==> src/rtl/csx_pkg.sv <==
package csx_pkg;
  // Guard bits kept above W in each redundant word.
  localparam int GUARD = 4;
  // Bit positions at or above W that the fold maps back through the table.
  localparam int FOLD_POS = GUARD + 3;

  typedef struct packed {
    logic loadInit;
    logic loadSq;
    logic loadMul;
    logic stepMul;
    logic storeProd;
    logic loadFin;
    logic stepRed;
    logic lastRed;
  } strobe_t;

  typedef enum logic [2:0] {
    S_IDLE, S_SQLOAD, S_MULLOAD, S_STEP, S_STORE, S_FIN, S_RED, S_DONE
  } phase_t;
endpackage

==> src/rtl/csFold.sv <==
module csFold import csx_pkg::*; #(
  parameter int W = 8
) (
  input  logic [W+GUARD+2:0]    inS,
  input  logic [W+GUARD+2:0]    inC,
  input  logic [FOLD_POS*W-1:0] resTab,
  output logic [W+GUARD-1:0]    outS,
  output logic [W+GUARD-1:0]    outC
);
  localparam int B = W + GUARD;

  // Low W bits of both words plus one table residue per set high bit.
  // The sum of the terms stays below 2^B, so the B-bit pair holds it exactly.
  always_comb begin
    logic [B-1:0] a, b, t, mj;
    a = {{(B-W){1'b0}}, inS[W-1:0]};
    b = {{(B-W){1'b0}}, inC[W-1:0]};
    for (int i = 0; i < FOLD_POS; i++) begin
      t  = inS[W+i] ? {{(B-W){1'b0}}, resTab[i*W +: W]} : '0;
      mj = (a & b) | (a & t) | (b & t);
      a  = a ^ b ^ t;
      b  = mj << 1;
      t  = inC[W+i] ? {{(B-W){1'b0}}, resTab[i*W +: W]} : '0;
      mj = (a & b) | (a & t) | (b & t);
      a  = a ^ b ^ t;
      b  = mj << 1;
    end
    outS = a;
    outC = b;
  end
endmodule

==> src/rtl/csxDatapath.sv <==
module csxDatapath import csx_pkg::*; #(
  parameter int W  = 8,
  parameter int KW = 4
) (
  input  logic                  clk,
  input  logic                  rst,
  input  strobe_t               strb,
  input  logic [KW-1:0]         redShift,
  input  logic [W-1:0]          baseIn,
  input  logic [W-1:0]          modIn,
  input  logic [FOLD_POS*W-1:0] tabIn,
  output logic [W-1:0]          result
);
  localparam int B  = W + GUARD;
  localparam int XW = B + 3;
  localparam int FW = B + 1;
  localparam int TW = FW + W;

  logic [W-1:0]          baseR, modR;
  logic [FOLD_POS*W-1:0] tabR;
  logic [B-1:0]          accS, accC, opS, opC, candS, candC, prodS, prodC;
  logic [B-1:0]          nS, nC;
  logic [FW-1:0]         finV, redNext;
  logic [XW-1:0]         dS, dC, ppA, ppB, s1, c1, s2, c2;
  logic [TW-1:0]         trial, finExt;

  // One multiplier position: double the product, add 0, 1 or 2 times the multiplicand.
  always_comb begin
    dS = {2'b00, prodS, 1'b0};
    dC = {2'b00, prodC, 1'b0};
    case ({opS[B-1], opC[B-1]})
      2'b11: begin
        ppA = {2'b00, candS, 1'b0};
        ppB = {2'b00, candC, 1'b0};
      end
      2'b00: begin
        ppA = '0;
        ppB = '0;
      end
      default: begin
        ppA = {3'b000, candS};
        ppB = {3'b000, candC};
      end
    endcase
    s1 = dS ^ dC ^ ppA;
    c1 = ((dS & dC) | (dS & ppA) | (dC & ppA)) << 1;
    s2 = s1 ^ c1 ^ ppB;
    c2 = ((s1 & c1) | (s1 & ppB) | (c1 & ppB)) << 1;
  end

  csFold #(.W(W)) u_fold (
    .inS(s2), .inC(c2), .resTab(tabR), .outS(nS), .outC(nC)
  );

  // Restoring trial subtraction of the modulus shifted left by redShift.
  always_comb begin
    trial   = {{(TW-W){1'b0}}, modR} << redShift;
    finExt  = {{(TW-FW){1'b0}}, finV};
    redNext = (finExt >= trial) ? finV - trial[FW-1:0] : finV;
  end

  always_ff @(posedge clk) begin
    if (rst) begin
      baseR <= '0; modR <= '0; tabR <= '0;
      accS <= '0; accC <= '0; opS <= '0; opC <= '0;
      candS <= '0; candC <= '0; prodS <= '0; prodC <= '0;
      finV <= '0; result <= '0;
    end else begin
      if (strb.loadInit) begin
        baseR <= baseIn;
        modR  <= modIn;
        tabR  <= tabIn;
        accS  <= {{(B-1){1'b0}}, 1'b1};
        accC  <= '0;
      end
      if (strb.loadSq || strb.loadMul) begin
        opS   <= accS;
        opC   <= accC;
        prodS <= '0;
        prodC <= '0;
      end
      if (strb.loadSq) begin
        candS <= accS;
        candC <= accC;
      end
      if (strb.loadMul) begin
        candS <= {{(B-W){1'b0}}, baseR};
        candC <= '0;
      end
      if (strb.stepMul) begin
        prodS <= nS;
        prodC <= nC;
        opS   <= opS << 1;
        opC   <= opC << 1;
      end
      if (strb.storeProd) begin
        accS <= prodS;
        accC <= prodC;
      end
      if (strb.loadFin) finV <= {1'b0, accS} + {1'b0, accC};
      if (strb.stepRed) begin
        finV <= redNext;
        if (strb.lastRed) result <= redNext[W-1:0];
      end
    end
  end
endmodule

==> src/rtl/csxControl.sv <==
module csxControl import csx_pkg::*; #(
  parameter int W    = 8,
  parameter int EXPW = 8,
  parameter int KW   = 4
) (
  input  logic            clk,
  input  logic            rst,
  input  logic            start,
  input  logic [EXPW-1:0] expIn,
  output strobe_t         strb,
  output logic [KW-1:0]   redShift,
  output logic            done
);
  localparam int B   = W + GUARD;
  localparam int CW  = $clog2(B);
  localparam int EIW = (EXPW > 1) ? $clog2(EXPW) : 1;

  phase_t          state;
  logic [EXPW-1:0] expR;
  logic [EIW-1:0]  eIdx;
  logic [CW-1:0]   stepCnt;
  logic            inMul;

  always_comb begin
    strb = '0;
    case (state)
      S_IDLE:    strb.loadInit  = start;
      S_SQLOAD:  strb.loadSq    = 1'b1;
      S_MULLOAD: strb.loadMul   = 1'b1;
      S_STEP:    strb.stepMul   = 1'b1;
      S_STORE:   strb.storeProd = 1'b1;
      S_FIN:     strb.loadFin   = 1'b1;
      S_RED: begin
        strb.stepRed = 1'b1;
        strb.lastRed = (redShift == '0);
      end
      default: ;
    endcase
  end

  assign done = (state == S_DONE);

  always_ff @(posedge clk) begin
    if (rst) begin
      state    <= S_IDLE;
      expR     <= '0;
      eIdx     <= '0;
      stepCnt  <= '0;
      inMul    <= 1'b0;
      redShift <= '0;
    end else begin
      case (state)
        S_IDLE: if (start) begin
          expR  <= expIn;
          eIdx  <= EIW'(EXPW - 1);
          state <= S_SQLOAD;
        end
        S_SQLOAD: begin
          stepCnt <= '0;
          inMul   <= 1'b0;
          state   <= S_STEP;
        end
        S_MULLOAD: begin
          stepCnt <= '0;
          inMul   <= 1'b1;
          state   <= S_STEP;
        end
        S_STEP:
          if (stepCnt == CW'(B - 1)) state <= S_STORE;
          else stepCnt <= stepCnt + 1'b1;
        S_STORE:
          if (!inMul && expR[eIdx]) state <= S_MULLOAD;
          else if (eIdx == '0) state <= S_FIN;
          else begin
            eIdx  <= eIdx - 1'b1;
            state <= S_SQLOAD;
          end
        S_FIN: begin
          redShift <= KW'(B);
          state    <= S_RED;
        end
        S_RED:
          if (redShift == '0) state <= S_DONE;
          else redShift <= redShift - 1'b1;
        default: state <= S_IDLE;
      endcase
    end
  end
endmodule

==> src/rtl/csModExp.sv <==
module csModExp import csx_pkg::*; #(
  parameter int W    = 8,
  parameter int EXPW = 8
) (
  input  logic                  clk,
  input  logic                  rst,
  input  logic                  start,
  input  logic [W-1:0]          base,
  input  logic [EXPW-1:0]       expo,
  input  logic [W-1:0]          modulus,
  input  logic [FOLD_POS*W-1:0] foldRes,
  output logic                  done,
  output logic [W-1:0]          result
);
  localparam int KW = $clog2(W + GUARD + 1);

  strobe_t       strb;
  logic [KW-1:0] redShift;

  csxControl #(.W(W), .EXPW(EXPW), .KW(KW)) u_ctrl (
    .clk(clk), .rst(rst), .start(start), .expIn(expo),
    .strb(strb), .redShift(redShift), .done(done)
  );

  csxDatapath #(.W(W), .KW(KW)) u_dp (
    .clk(clk), .rst(rst), .strb(strb), .redShift(redShift),
    .baseIn(base), .modIn(modulus), .tabIn(foldRes), .result(result)
  );
endmodule

==> config.mk <==
export PLATFORM = sky130hd
export DESIGN_NAME = csModExp
export DESIGN_NICKNAME = d
export VERILOG_FILES = /design/src/rtl/csx_pkg.sv /design/src/rtl/csFold.sv /design/src/rtl/csxDatapath.sv /design/src/rtl/csxControl.sv /design/src/rtl/csModExp.sv
export SDC_FILE = /design/constraint.sdc
export NUM_CORES = 1
export LEC_CHECK = 0
export BUFFER_PORTS_ARGS = -buffer_cell sky130_fd_sc_hd__buf_4
export CAP_MARGIN = 20
export CELL_PAD_IN_SITES_DETAIL_PLACEMENT = 0
export CELL_PAD_IN_SITES_GLOBAL_PLACEMENT = 2
export CORE_ASPECT_RATIO = 1.1
export CORE_MARGIN = 2
export CORE_UTILIZATION = 42
export CTS_BUF_LIST = sky130_fd_sc_hd__clkbuf_4 sky130_fd_sc_hd__clkbuf_8
export DETAILED_ROUTE_END_ITERATION = 8
export PLACE_DENSITY_LB_ADDON = 0.1
export SLEW_MARGIN = 15
export SYNTH_ARGS = -nofsm -noshare
export SYNTH_HDL_FRONTEND = slang
export SYNTH_SLANG_ARGS = --single-unit
export TNS_END_PERCENT = 100
==> constraint.sdc <==
create_clock -name clk -period 13.85 [get_ports clk]
set_clock_uncertainty 0.1 [all_clocks]
set_input_delay 0.6925 -clock clk [delete_from_list [all_inputs] [get_ports clk]]
set_output_delay 0.6925 -clock clk [all_outputs]
set_load 0.03 [all_outputs]
==> reports/qor.yml, run 1 <==
run_status: "finished, final reports clean"
postSynth.asyncResetShare_pct: 0
cellPowerDensity_nw_per_um2: 108
post_synth.cell_area_avg_sq_um: 8.38
setup_repair_bufs_after_cts: 0
yosys_register_bits: 192
std_cell_rows: 68
filler_cell_count: 3208
h-tree-depth: 4
synth_top_cell_by_area: "sky130_fd_sc_hd__dfxtp_1"
grt_antenna_before_repair: 0
avg_vias_per_cell: 5.20
path_common_cell: "sky130_fd_sc_hd__fa_1"
start_kind: "register"
ys_seq_area_share_pct: 29.1
synth_cell_types: 64
timing.rr.end: "u_dp.prodS[3]$_SDFFE_PP0P_"
synthMostInstantiatedCell: "sky130_fd_sc_hd__nand2_1"
max_clock_freq_mhz: 98.1
hold_buffers: 0
cts.root.buffer_cell: "sky130_fd_sc_hd__clkbuf_8"
first_global_vias: 10936
synth_top_flop_cell: "sky130_fd_sc_hd__dfxtp_1"
reg2reg_from: "u_dp.opC[11]$_SDFFE_PP0P_"
timing.setup.critical_path_class: "register to register"
synthCells: 1574
min-delay-path-class: "input pin to register"
cts_made_buffers: 17
maxSlewViolCount: 0
worst_hold_startpoint: "foldRes[45]"
timing_hold_violations_final: 0
synth_common_cells: "276 x sky130_fd_sc_hd__nand2_1, 192 x sky130_fd_sc_hd__dfxtp_1, 151 x sky130_fd_sc_hd__nor2_1"
timing.critical_path.depth: 25
mappedNetlistArea_sq_um: 13200
grt-ovfl-total: 0
route.vias.total: 10578
postcts_resize_cnt: 0
yosys-top-cells-area: "sky130_fd_sc_hd__dfxtp_1 29%, sky130_fd_sc_hd__fa_1 16%, sky130_fd_sc_hd__ha_1 8.3%"
layout_min_cycle_time_ns: 10.19
dp.final_hpwl_mm: 25.8
worstPathArrival_ns: 10.44
buffer_ports.inserted: 83
clk_pin_slew_worst_paths_ns: 0.11
setup_total_negative_slack_ns: 0
timing.critical_path.to: "u_dp.prodS[3]$_SDFFE_PP0P_"
drt_drc_violations_left: 0
full_die_area_sq_um: 32800
clock_sinks: 192
pin_count_of_the_biggest_net_entering_global_routing: 99
worst-slew-pin-transition_ns: 0.911
drt_pass_1_iters: 5
timing.final.setup_violations: 0
clockBufferDepth: 2
crit_path_start: "u_dp.opC[11]$_SDFFE_PP0P_"
first_iter_violations: 468
worst-path-buf-inv: 2
count_of_flip_flops_with_a_built_in_enable_after_synthesis: 0
synth-warning-count: 0
cts_tree: "built"
final_weighted_congestion_in_routability_driven_placement: 0.856
regToRegSetupSlack_ns: 3.66
multi_input_gate_area_in_the_final_layout_sq_um: 8640
chipWidth_microns: 173
setup.worst_path.end_class: "register"
synth_nets: 1851
crit_slowest_cell: "sky130_fd_sc_hd__ha_1"
yosys.area.top_type_share_pct: 29.1
timing.slew.headroom_pct: 39.1
wire_length_of_the_first_global_routing_pass_mm: 57.9
num_io_pins: 92
rsz0062_at_grt: "false"
cell_family_with_the_largest_share_of_critical_path_delay: "adder cells"
track_usage_pct: 22.1
clock_latency_on_the_worst_skew_pair_ns: 0.49
worst_ep_required_time_ns: 14.10
worst-path-max-fanout: 21
dp_slack_ns: 3.60
die_height_microns: 190
routed_wl_mm: 34.6
initial_core_util_pct: 42.4
critical_path.max_stage_delay_ns: 0.72
min_path_cells: 3
max-vdd-ir-drop_mv: 0.0622
final.hold.worst_slack_ns: 0.341
core_region_area_sq_um: 31100
layout-drive-gt1-share_pct: 9.29
p_leak_nw: 5.53
dp_cells: 2002
antenna_left: 0
drt-wirelength-per-cell_microns: 17.0
non_filler_instance_count_after_layout: 2034
sequential_cell_area_sq_um: 3840
layout.nets: 1878
timing.max_cap.violations: 0
antennaDiodeCount: 0
timing.final.ws_setup_ns: 3.66
worst_r2r_path_depth: 25
finalCritPeriodShare_pct: 73.6
final_area_sq_um: 14500
areaGrowthSynthToFinish_pct: 9.96
post_placement_cell_area_sq_um: 14100
==> registers in the layout (all words and copies together) (netlist names), 3 cells and up <==
register and flops:
u_dp.baseR 8, u_dp.accC 9, u_dp.prodC 9, u_dp.tabR 48, u_dp.opC 9, u_dp.candC 9, u_ctrl.state 3, u_ctrl.expR 8
u_dp.modR 8, u_dp.result 8, u_dp.prodS 12, u_dp.accS 12, u_dp.finV 13, u_ctrl.stepCnt 4, u_ctrl.redShift 4, u_dp.opS 12
u_dp.candS 12, u_ctrl.eIdx 3
==> cell usage in the layout (no fill, tap or decap), types with 6 or more instances in the layout <==
master / count
sky130_fd_sc_hd__and2_1: 19
sky130_fd_sc_hd__ha_1: 88
sky130_fd_sc_hd__xnor2_1: 9
sky130_fd_sc_hd__o21ai_0: 62
sky130_fd_sc_hd__nor2_1: 151
sky130_fd_sc_hd__a221oi_1: 6
sky130_fd_sc_hd__inv_1: 98
sky130_fd_sc_hd__a211oi_1: 38
sky130_fd_sc_hd__a22oi_1: 47
sky130_fd_sc_hd__nand2b_1: 60
sky130_fd_sc_hd__a21oi_1: 138
sky130_fd_sc_hd__mux2i_1: 30
sky130_fd_sc_hd__nand3_1: 7
sky130_fd_sc_hd__nor3_1: 21
sky130_fd_sc_hd__dfxtp_1: 191
sky130_fd_sc_hd__clkbuf_8: 20
sky130_fd_sc_hd__xor2_1: 9
sky130_fd_sc_hd__fa_1: 106
sky130_fd_sc_hd__nor2b_1: 27
sky130_fd_sc_hd__buf_4: 97
sky130_fd_sc_hd__nand2_1: 276
==> worst min path at each step <==
| stage | slack [ns] | endpoint |
|---|---|---|
| global placement | 0.34 | u_ctrl.expR[4]$_SDFFE_PP0P_ |
| floorplan | 0.33 | u_ctrl.expR[2]$_SDFFE_PP0P_ |
| global route | 0.32 | u_dp.tabR[38]$_SDFFE_PP0P_ |
| finish | 0.34 | u_dp.tabR[45]$_SDFFE_PP0P_ |
| detailed placement | 0.35 | u_ctrl.expR[0]$_SDFFE_PP0P_ |
| CTS | 0.31 | u_dp.tabR[45]$_SDFFE_PP0P_ |
==> final cells by class <==
| cell class | count | area share (%) |
|---|---|---|
| tap | 420 | 3.62 |
| sequential | 192 | 26.5 |
| timing repair buffer | 98 | 5.10 |
| clock buffer | 25 | 2.16 |
| multi-input combinational | 1193 | 59.5 |
| inverter | 99 | 2.56 |
| clock inverter | 7 | 0.526 |
==> routing by layer <==
| layer | GRT usage, % | up-vias | routed length [microns] |
|---|---|---|---|
| met3 | 2.82 | 43 | 742 |
| met4 | 8.28 | 0 | 1120 |
| met1 | 26.3 | 5068 | 14900 |
| met5 | 0 | - | 0 |
| li1 | - | 5337 | - |
| met2 | 40.6 | 130 | 17800 |
==> kinds of logic after synthesis <==
family / count (synthesis) / synth area share, %
AO/OA/AOI/OAI: 348 / 16.4
XOR/XNOR: 18 / 1.19
adder cells (fa/ha/maj): 194 / 24.4
buffers and inverters: 189 / 5.49
flip-flops: 192 / 29.1
multiplexers: 41 / 3.50
AND/OR/NAND/NOR: 592 / 19.8
==> worst register-to-register path, delay by kind of cell (launching register included) <==
family	cells	cell delay [ns]
compound gates	2	0.23
simple gates	4	0.40
fa+ha+maj	17	8.89
flops	1	0.36
buf+inv	2	0.11
==> metrics by stage <==
step | utilization, % | power, W
final | 46.6 | 0.00156
after global routing | 46.6 | 0.00167
after detailed placement | 45.3 | 0.00120
after global placement | 45.3 | 0.00120
after CTS | 46.6 | 0.00159
after floorplan | - | 0.00105
==> power by group <==
group          leakage [nW]  internal [W]  switching, W
Combinational          3.78      0.000191      0.000340
Clock                 0.191      0.000168      0.000209
Sequential             1.56      0.000609     0.0000461
Total                  5.53      0.000967      0.000595
Power figures use the tool's default switching activity.
==> run 2: changes to the inputs <==
--- a/config.mk
+++ b/config.mk
@@ -5,13 +5,14 @@
 export SDC_FILE = /design/constraint.sdc
 export NUM_CORES = 1
 export LEC_CHECK = 0
+export ABC_AREA = 1
 export BUFFER_PORTS_ARGS = -buffer_cell sky130_fd_sc_hd__buf_4
 export CAP_MARGIN = 20
 export CELL_PAD_IN_SITES_DETAIL_PLACEMENT = 0
 export CELL_PAD_IN_SITES_GLOBAL_PLACEMENT = 2
 export CORE_ASPECT_RATIO = 1.1
 export CORE_MARGIN = 2
-export CORE_UTILIZATION = 42
+export CORE_UTILIZATION = 34
 export CTS_BUF_LIST = sky130_fd_sc_hd__clkbuf_4 sky130_fd_sc_hd__clkbuf_8
 export DETAILED_ROUTE_END_ITERATION = 8
 export PLACE_DENSITY_LB_ADDON = 0.1
==> constraint.sdc (replaced) <==
create_clock -name clk -period 8.5 [get_ports clk]
set_clock_uncertainty 0.1 [all_clocks]
set_input_delay 0.425 -clock clk [delete_from_list [all_inputs] [get_ports clk]]
set_output_delay 0.425 -clock clk [all_outputs]
set_load 0.03 [all_outputs]
==> run 2 against run 1 <==
Effect of this change:
- sequential share of layout area shrank 0.68 points
- critical endpoint unchanged
- final cell count increased by 9.3%
- combinational power up 100%
- the flow now finishes with violations (negative setup slack)
- flip-flop and latch count is the same
- via count grew 2.5%
- maximum frequency grew 9.8%
- worst hold slack worse by 0.29 ns
- utilization decreased by 6.5 points
==> reports/qor.yml, run 2 <==
run_status: "complete, but fails checks"
failed_checks: "negative setup slack"
dp.final_hpwl_mm: 30.2  # +17%
rsz0062_at_grt: "true"
finalCritPeriodShare_pct: 109  # +36 points
largestRegisters: "u_dp.tabR (48), u_dp.finV (13)"
worst_ep_required_time_ns: 8.80  # -5.30 ns
dp_slack_ns: -0.917  # -4.51 ns
final.hold.worst_slack_ns: 0.0496  # -0.291 ns
min-delay-path-class: "input pin to register"
num_io_pins: 92  # unchanged
max_clock_freq_mhz: 108  # +9.8%
areaGrowthSynthToFinish_pct: 16.2
wire_length_of_the_first_global_routing_pass_mm: 62.3  # +7.7%
die_height_microns: 208  # +9.4%
buffer_ports.inserted: 83  # unchanged
h-tree-depth: 4  # unchanged
clockBufferDepth: 2  # unchanged
cellPowerDensity_nw_per_um2: 189  # +75%
final_common_cell: "sky130_fd_sc_hd__nand2_1"
timing.setup.critical_path_class: "register to register"
post_synth.cell_area_avg_sq_um: 7.77  # -7.3%
layout_min_cycle_time_ns: 9.28  # -0.913 ns
ys_seq_area_share_pct: 30.0  # +0.85 points
clk_pin_slew_worst_paths_ns: 0.13  # +0.02 ns
filler_cell_count: 3920  # +22%
pin_count_of_the_biggest_net_entering_global_routing: 100  # +1.0%
setup.worst_path.end_class: "register"
max-vdd-ir-drop_mv: 0.204  # +230%
mostFrequentLayoutCells: "411 x sky130_fd_sc_hd__nand2_1, 190 x sky130_fd_sc_hd__dfxtp_1, 183 x sky130_fd_sc_hd__inv_1"
drt-wirelength-per-cell_microns: 17.7  # +4.4%
synth_top_flop_cell: "sky130_fd_sc_hd__dfxtp_1"
grt-ovfl-total: 0  # unchanged
max_flop_register: "u_dp.tabR"
cts.root.buffer_cell: "sky130_fd_sc_hd__clkbuf_8"
route.vias.total: 10844  # +2.5%
avg_vias_per_cell: 4.88  # -6.2%
timing.final.setup_violations: 19  # +19
largest_register_ffs: 48  # unchanged
grt_util_met2_pct: 37.0  # -3.6 points
yosys-top-cells-area: "sky130_fd_sc_hd__dfxtp_1 30%, sky130_fd_sc_hd__fa_1 17%, sky130_fd_sc_hd__nand2_1 12%"
gr-max-usage-layer: "met2"
crit_slowest_cell: "sky130_fd_sc_hd__fa_2"
yosys_register_bits: 192  # unchanged
synthCells: 1649  # +4.8%
timing_hold_violations_final: 0  # unchanged
grt_antenna_before_repair: 0  # unchanged
p_leak_nw: 5.86  # +5.8%
layout.nets: 1993  # +6.1%
drt_pass_1_iters: 5  # unchanged
synthMostInstantiatedCell: "sky130_fd_sc_hd__nand2_1"
full_die_area_sq_um: 39300  # +20%
synth_cell_types: 49  # -23%
synth-warning-count: 0  # unchanged
antenna_left: 0  # unchanged
synth_common_cells: "416 x sky130_fd_sc_hd__nand2_1, 204 x sky130_fd_sc_hd__inv_1, 192 x sky130_fd_sc_hd__dfxtp_1"
groute.layer.met3.usage_pct: 2.94  # +0.12 points
timing.slew.headroom_pct: 34.6  # -4.4 points
first_iter_violations: 538  # +15%
worst-path-max-fanout: 4  # -81%
track_usage_pct: 20.7  # -1.4 points
critical_path.max_stage_delay_ns: 0.62  # -0.10 ns
worstPathArrival_ns: 9.58  # -0.86 ns
power_w: 0.00281  # +80%
cts_made_buffers: 17  # unchanged
synth_nets: 1926  # +4.1%
synth_top_cell_by_area: "sky130_fd_sc_hd__dfxtp_1"
count_of_flip_flops_with_a_built_in_enable_after_synthesis: 0  # unchanged
path_common_cell: "sky130_fd_sc_hd__fa_2"
setup_total_negative_slack_ns: -10.47  # -10.47 ns
utilization_pct: 40.1  # -6.5 points
maxSlewViolCount: 0  # unchanged
yosys.area.top_type_share_pct: 30.0  # +0.85 points
clock_sinks: 192  # unchanged
clock_latency_on_the_worst_skew_pair_ns: 0.54  # +0.05 ns
start_kind: "register"
drt_drc_violations_left: 0  # unchanged
antennaDiodeCount: 0  # unchanged
hold_buffers: 0  # unchanged
core_region_area_sq_um: 37100  # +19%
cts_tree: "built"
final_weighted_congestion_in_routability_driven_placement: 0.850  # -0.68%
postSynth.asyncResetShare_pct: 0  # unchanged
grt_use_met1_pct: 26.2  # -0.13 points
timing.max_cap.violations: 0  # unchanged
routed_wl_mm: 39.4  # +14%
chipWidth_microns: 189  # +9.3%
worst-slew-pin-transition_ns: 0.981  # +0.0700 ns
timing.final.ws_setup_ns: -0.780  # -4.44 ns
layout-drive-gt1-share_pct: 15.8  # +6.5 points
mappedNetlistArea_sq_um: 12800  # -2.8%
first_global_vias: 11101  # +1.5%
initial_core_util_pct: 34.5  # -7.8 points
std_cell_rows: 74  # +8.8%
[run 2: cell count changes after synthesis, moves of 42 or more]
cell	before	now
sky130_fd_sc_hd__nand3_1	8	94
sky130_fd_sc_hd__nor2_1	151	72
sky130_fd_sc_hd__inv_1	98	204
sky130_fd_sc_hd__nand2b_1	60	0
sky130_fd_sc_hd__nand2_1	276	416
sky130_fd_sc_hd__a21oi_1	138	180
[run 2: where the power goes]
group	internal (W)	switching (W)	total, W	leakage, nW
combinational	0.000313	0.000756	0.00107	4.09
sequential	0.00102	0.0000869	0.00110	1.56
clock	0.000224	0.000417	0.000641	0.205
[run 2: cell families after synthesis]
group	share of synthesized area [%]
XOR/XNOR	1.23
AND/OR/NAND/NOR	20.5
buffers and inverters	8.72
flip-flops	30.0
adder cells (fa/ha/maj)	25.1
AO/OA/AOI/OAI	14.4
[run 2: worst paths after layout]
check             depth (start not counted)                     endpoint                        start  slack [ns]
setup / recovery                         28   u_dp.prodS[3]$_SDFFE_PP0P_    u_dp.opS[11]$_SDFFE_PP0P_       -0.78
hold / removal                            3   u_dp.tabR[30]$_SDFFE_PP0P_                  foldRes[30]        0.05
setup reg to reg                         28   u_dp.prodS[3]$_SDFFE_PP0P_    u_dp.opS[11]$_SDFFE_PP0P_       -0.78
hold reg to reg                           2  u_ctrl.expR[3]$_SDFFE_PP0P_  u_ctrl.expR[3]$_SDFFE_PP0P_        0.36
[run 2: critical path, delay by kind of cell (launching register included)]
family | cells | cell delay (ns)
buffers and inverters | 6 | 0.33
flip-flops | 1 | 0.37
adder cells (fa/ha/maj) | 17 | 8.01
AO/OA/AOI/OAI | 2 | 0.19
AND/OR/NAND/NOR | 3 | 0.15
[run 2: cell type report]
cell class | instances | area (sq um) | area share, %
Multi-Input combinational cell | 1169 | 8280 | 55.6
Sequential cell | 192 | 3850 | 25.8
Timing Repair Buffer | 124 | 942 | 6.33
Inverter | 212 | 803 | 5.39
Tap cell | 494 | 618 | 4.15
Clock buffer | 17 | 234 | 1.57
Clock inverter | 15 | 165 | 1.11
[run 2: timing repair]
item	CTS	global route
pin swaps	54	48
setup endpoints to repair	20	20
resized for setup	56	29
setup buffers	3	3
gates cloned	0	0
[run 2: per-layer routing]
metal,vias to the layer above,share of wire [%]
met4,0,1.2
met5,-,0
li1,5469,-
met3,21,2.2
met2,130,51
met1,5224,45
[run 2: through the flow]
step	area [sq um]	cells
detailed placement	14100	2185
CTS	14800	2220
global placement	14100	2185
global route	14900	2223
finish	14900	2223
floorplan	12900	1649
==> run 3: changes to the inputs <==
--- a/config.mk
+++ b/config.mk
@@ -5,14 +5,13 @@
 export SDC_FILE = /design/constraint.sdc
 export NUM_CORES = 1
 export LEC_CHECK = 0
-export ABC_AREA = 1
 export BUFFER_PORTS_ARGS = -buffer_cell sky130_fd_sc_hd__buf_4
 export CAP_MARGIN = 20
 export CELL_PAD_IN_SITES_DETAIL_PLACEMENT = 0
 export CELL_PAD_IN_SITES_GLOBAL_PLACEMENT = 2
 export CORE_ASPECT_RATIO = 1.1
 export CORE_MARGIN = 2
-export CORE_UTILIZATION = 34
+export CORE_UTILIZATION = 35
 export CTS_BUF_LIST = sky130_fd_sc_hd__clkbuf_4 sky130_fd_sc_hd__clkbuf_8
 export DETAILED_ROUTE_END_ITERATION = 8
 export PLACE_DENSITY_LB_ADDON = 0.1
@@ -20,4 +19,4 @@
 export SYNTH_ARGS = -nofsm -noshare
 export SYNTH_HDL_FRONTEND = slang
 export SYNTH_SLANG_ARGS = --single-unit
-export TNS_END_PERCENT = 100
+export TNS_END_PERCENT = 30
==> run 3 against run 2 <==
Effect of this change:
- the run still ends with negative setup slack left
- routed wire length is 2.3% lower
- largest power group unchanged
- highest routed layer unchanged
- critical path depth is 3 lower
- largest cell class unchanged
- via count is 0.46% lower
==> reports/qor.yml, run 3 (synthesis gave the netlist of run 1 again) <==
min-delay-path-class: "input pin to register"
run_status: "complete, but fails checks"
maxSlewViolCount: 0  # unchanged
timing_hold_violations_final: 0  # unchanged
start_kind: "register"
drt_pass_1_iters: 5  # unchanged
h-tree-depth: 4  # unchanged
grt_antenna_before_repair: 0  # unchanged
worst-path-max-fanout: 8  # +4
max_clock_freq_mhz: 108  # +0.49%
clock_latency_on_the_worst_skew_pair_ns: 0.51  # -0.03 ns
reg2reg_from: "u_dp.opS[11]$_SDFFE_PP0P_"
first_iter_violations: 622  # +16%
full_die_area_sq_um: 39300  # about the same
timing.max_cap.violations: 0  # unchanged
die_height_microns: 208  # about the same
failed_checks: "negative setup slack"
cellPowerDensity_nw_per_um2: 174  # -7.9%
utilization_pct: 40.4  # +0.26 points
clock_sinks: 192  # unchanged
grt-ovfl-total: 0  # unchanged
route.vias.total: 10794  # -0.46%
max-vdd-ir-drop_mv: 0.103  # -50%
crit_path_start: "u_dp.opS[11]$_SDFFE_PP0P_"
final_weighted_congestion_in_routability_driven_placement: 0.806  # -5.2%
p_sw_w: 0.00105  # -17%
seq_power_share_pct: 41.0  # +1.8 points
worst_hold_startpoint: "expo[5]"
timing.setup.critical_path_class: "register to register"
first_global_vias: 10956  # -1.3%
hold_buffers: 0  # unchanged
drt-wirelength-per-cell_microns: 18.0  # +1.6%
core_region_area_sq_um: 37100  # unchanged
final.hold.worst_slack_ns: 0.0521  # +0.00247 ns
std_cell_rows: 74  # unchanged
timing.final.ws_setup_ns: -0.734  # +0.0456 ns
dp_cells: 2106  # -3.6%
final_common_cell: "sky130_fd_sc_hd__nand2_1"
antenna_left: 0  # unchanged
dp.final_hpwl_mm: 28.7  # -5.1%
comb_power_share_pct: 35.3  # -2.7 points
track_usage_pct: 20.3  # -0.39 points
rsz0062_at_grt: "true"
drt_drc_violations_left: 0  # unchanged
pin_count_of_the_biggest_net_entering_global_routing: 99  # -1.0%
setup.worst_path.end_class: "register"
finalCritPeriodShare_pct: 109  # -0.54 points
max_flop_register: "u_dp.tabR"
routed_wl_mm: 38.5  # -2.3%
p_leak_nw: 5.73  # -2.2%
layout-drive-gt1-share_pct: 13.1  # -2.7 points
clk_pin_slew_worst_paths_ns: 0.11  # -0.02 ns
mostFrequentLayoutCells: "275 x sky130_fd_sc_hd__nand2_1, 189 x sky130_fd_sc_hd__dfxtp_1, 150 x sky130_fd_sc_hd__nor2_1"
cts_made_buffers: 17  # unchanged
avg_vias_per_cell: 5.05  # +3.4%
largestRegisters: "u_dp.tabR (48), u_dp.finV (13)"
clockBufferDepth: 2  # unchanged
num_io_pins: 92  # unchanged
power.share.clock_pct: 23.6  # +0.8 points
wire_length_of_the_first_global_routing_pass_mm: 61.9  # -0.64%
timing.final.setup_violations: 18  # -1
largest_register_ffs: 48  # unchanged
timing.slew.headroom_pct: 38.4  # +3.8 points
p_int_w: 0.00156  # +0.40%
layout_min_cycle_time_ns: 9.23  # -0.0456 ns
antennaDiodeCount: 0  # unchanged
chipWidth_microns: 189  # about the same
power_w: 0.00261  # -7.4%
cts.root.buffer_cell: "sky130_fd_sc_hd__clkbuf_8"
netSwitchingFraction_pct: 40.2  # -4.6 points
areaGrowthSynthToFinish_pct: 13.6
buffer_ports.inserted: 83  # unchanged
worst-slew-pin-transition_ns: 0.924  # -0.0564 ns
initial_core_util_pct: 35.5  # +1.0 points
worst_ep_required_time_ns: 8.77  # -0.03 ns
cts_tree: "built"
worstPathArrival_ns: 9.50  # -0.08 ns
layout.nets: 1910  # -4.2%
non_filler_instance_count_after_layout: 2139  # -3.8%
==> run 3: repair_timing <==
item / in CTS / in global routing
setup buffers: 1 / 1
endpoints found under the setup margin: 18 / 20
pin swaps: 8 / 21
resized for setup: 2 / 19
==> run 3: layout make-up <==
cell class                 instances  area (sq um)
tap                              494           618
fill                            3862         22100
multi-input combinational       1193          8780
sequential                       192          3850
timing repair buffer             130           992
inverter                          99           372
clock buffer                      17           234
clock inverter                    14           148
==> run 3: stage by stage <==
stage               TNS [ns]  setup WS [ns]  cell area (sq um)
floorplan              -4.45         -0.407              13300
CTS                   -10.84         -0.805              14900
global route          -15.58          -1.05              15000
global placement      -10.22         -0.731              14500
detailed placement    -10.89         -0.819              14500
finish                 -9.66         -0.734              15000
==> run 3: worst max-delay path, stage by stage, from the launching register on <==
cell	delay, ns
sky130_fd_sc_hd__dfxtp_2	0.36
sky130_fd_sc_hd__inv_2	0.05
sky130_fd_sc_hd__ha_4	0.30
sky130_fd_sc_hd__nor2_4	0.04
sky130_fd_sc_hd__a21oi_2	0.11
sky130_fd_sc_hd__fa_1	0.45
sky130_fd_sc_hd__fa_2	0.68
sky130_fd_sc_hd__nor2b_1	0.10
sky130_fd_sc_hd__fa_1	0.54
sky130_fd_sc_hd__inv_1	0.05
sky130_fd_sc_hd__fa_2	0.55
sky130_fd_sc_hd__fa_1	0.44
sky130_fd_sc_hd__fa_2	0.56
sky130_fd_sc_hd__fa_1	0.44
sky130_fd_sc_hd__fa_1	0.54
sky130_fd_sc_hd__fa_1	0.44
sky130_fd_sc_hd__fa_1	0.54
sky130_fd_sc_hd__fa_1	0.45
sky130_fd_sc_hd__fa_1	0.54
sky130_fd_sc_hd__inv_1	0.05
sky130_fd_sc_hd__fa_1	0.47
sky130_fd_sc_hd__fa_1	0.49
sky130_fd_sc_hd__ha_1	0.30
sky130_fd_sc_hd__ha_1	0.29
sky130_fd_sc_hd__a22oi_1	0.17
sky130_fd_sc_hd__nor2_1	0.05
==> run 3: worst paths after layout <==
kind                                      end  slack, ns  depth (start not counted)
hold / removal    u_ctrl.expR[5]$_SDFFE_PP0P_       0.05                          3
setup reg to reg   u_dp.prodS[3]$_SDFFE_PP0P_      -0.73                         25
setup / recovery   u_dp.prodS[3]$_SDFFE_PP0P_      -0.73                         25
hold reg to reg    u_dp.baseR[4]$_SDFFE_PP0P_       0.36                          2
==> run 3: power by group through the flow <==
stage | combinational (W) | sequential, W | clock [W]
floorplan | 0.000661 | 0.00106 | 0
global placement | 0.000916 | 0.00109 | 0
detailed placement | 0.000918 | 0.00109 | 0
CTS | 0.000925 | 0.00107 | 0.000640
global route | 0.00103 | 0.00108 | 0.000677
finish | 0.000920 | 0.00107 | 0.000616
==> run 3: per-layer routing <==
| layer | vias up | GRT usage, % | routed length (microns) | part of all wire, % |
|---|---|---|---|---|
| li1 | 5413 | - | - | - |
| met1 | 5193 | 26.1 | 17500 | 45 |
| met2 | 145 | 35.0 | 19100 | 49 |
| met3 | 43 | 1.94 | 729 | 1.9 |
| met4 | 0 | 7.84 | 1230 | 3.2 |
| met5 | - | 0 | 0 | 0 |
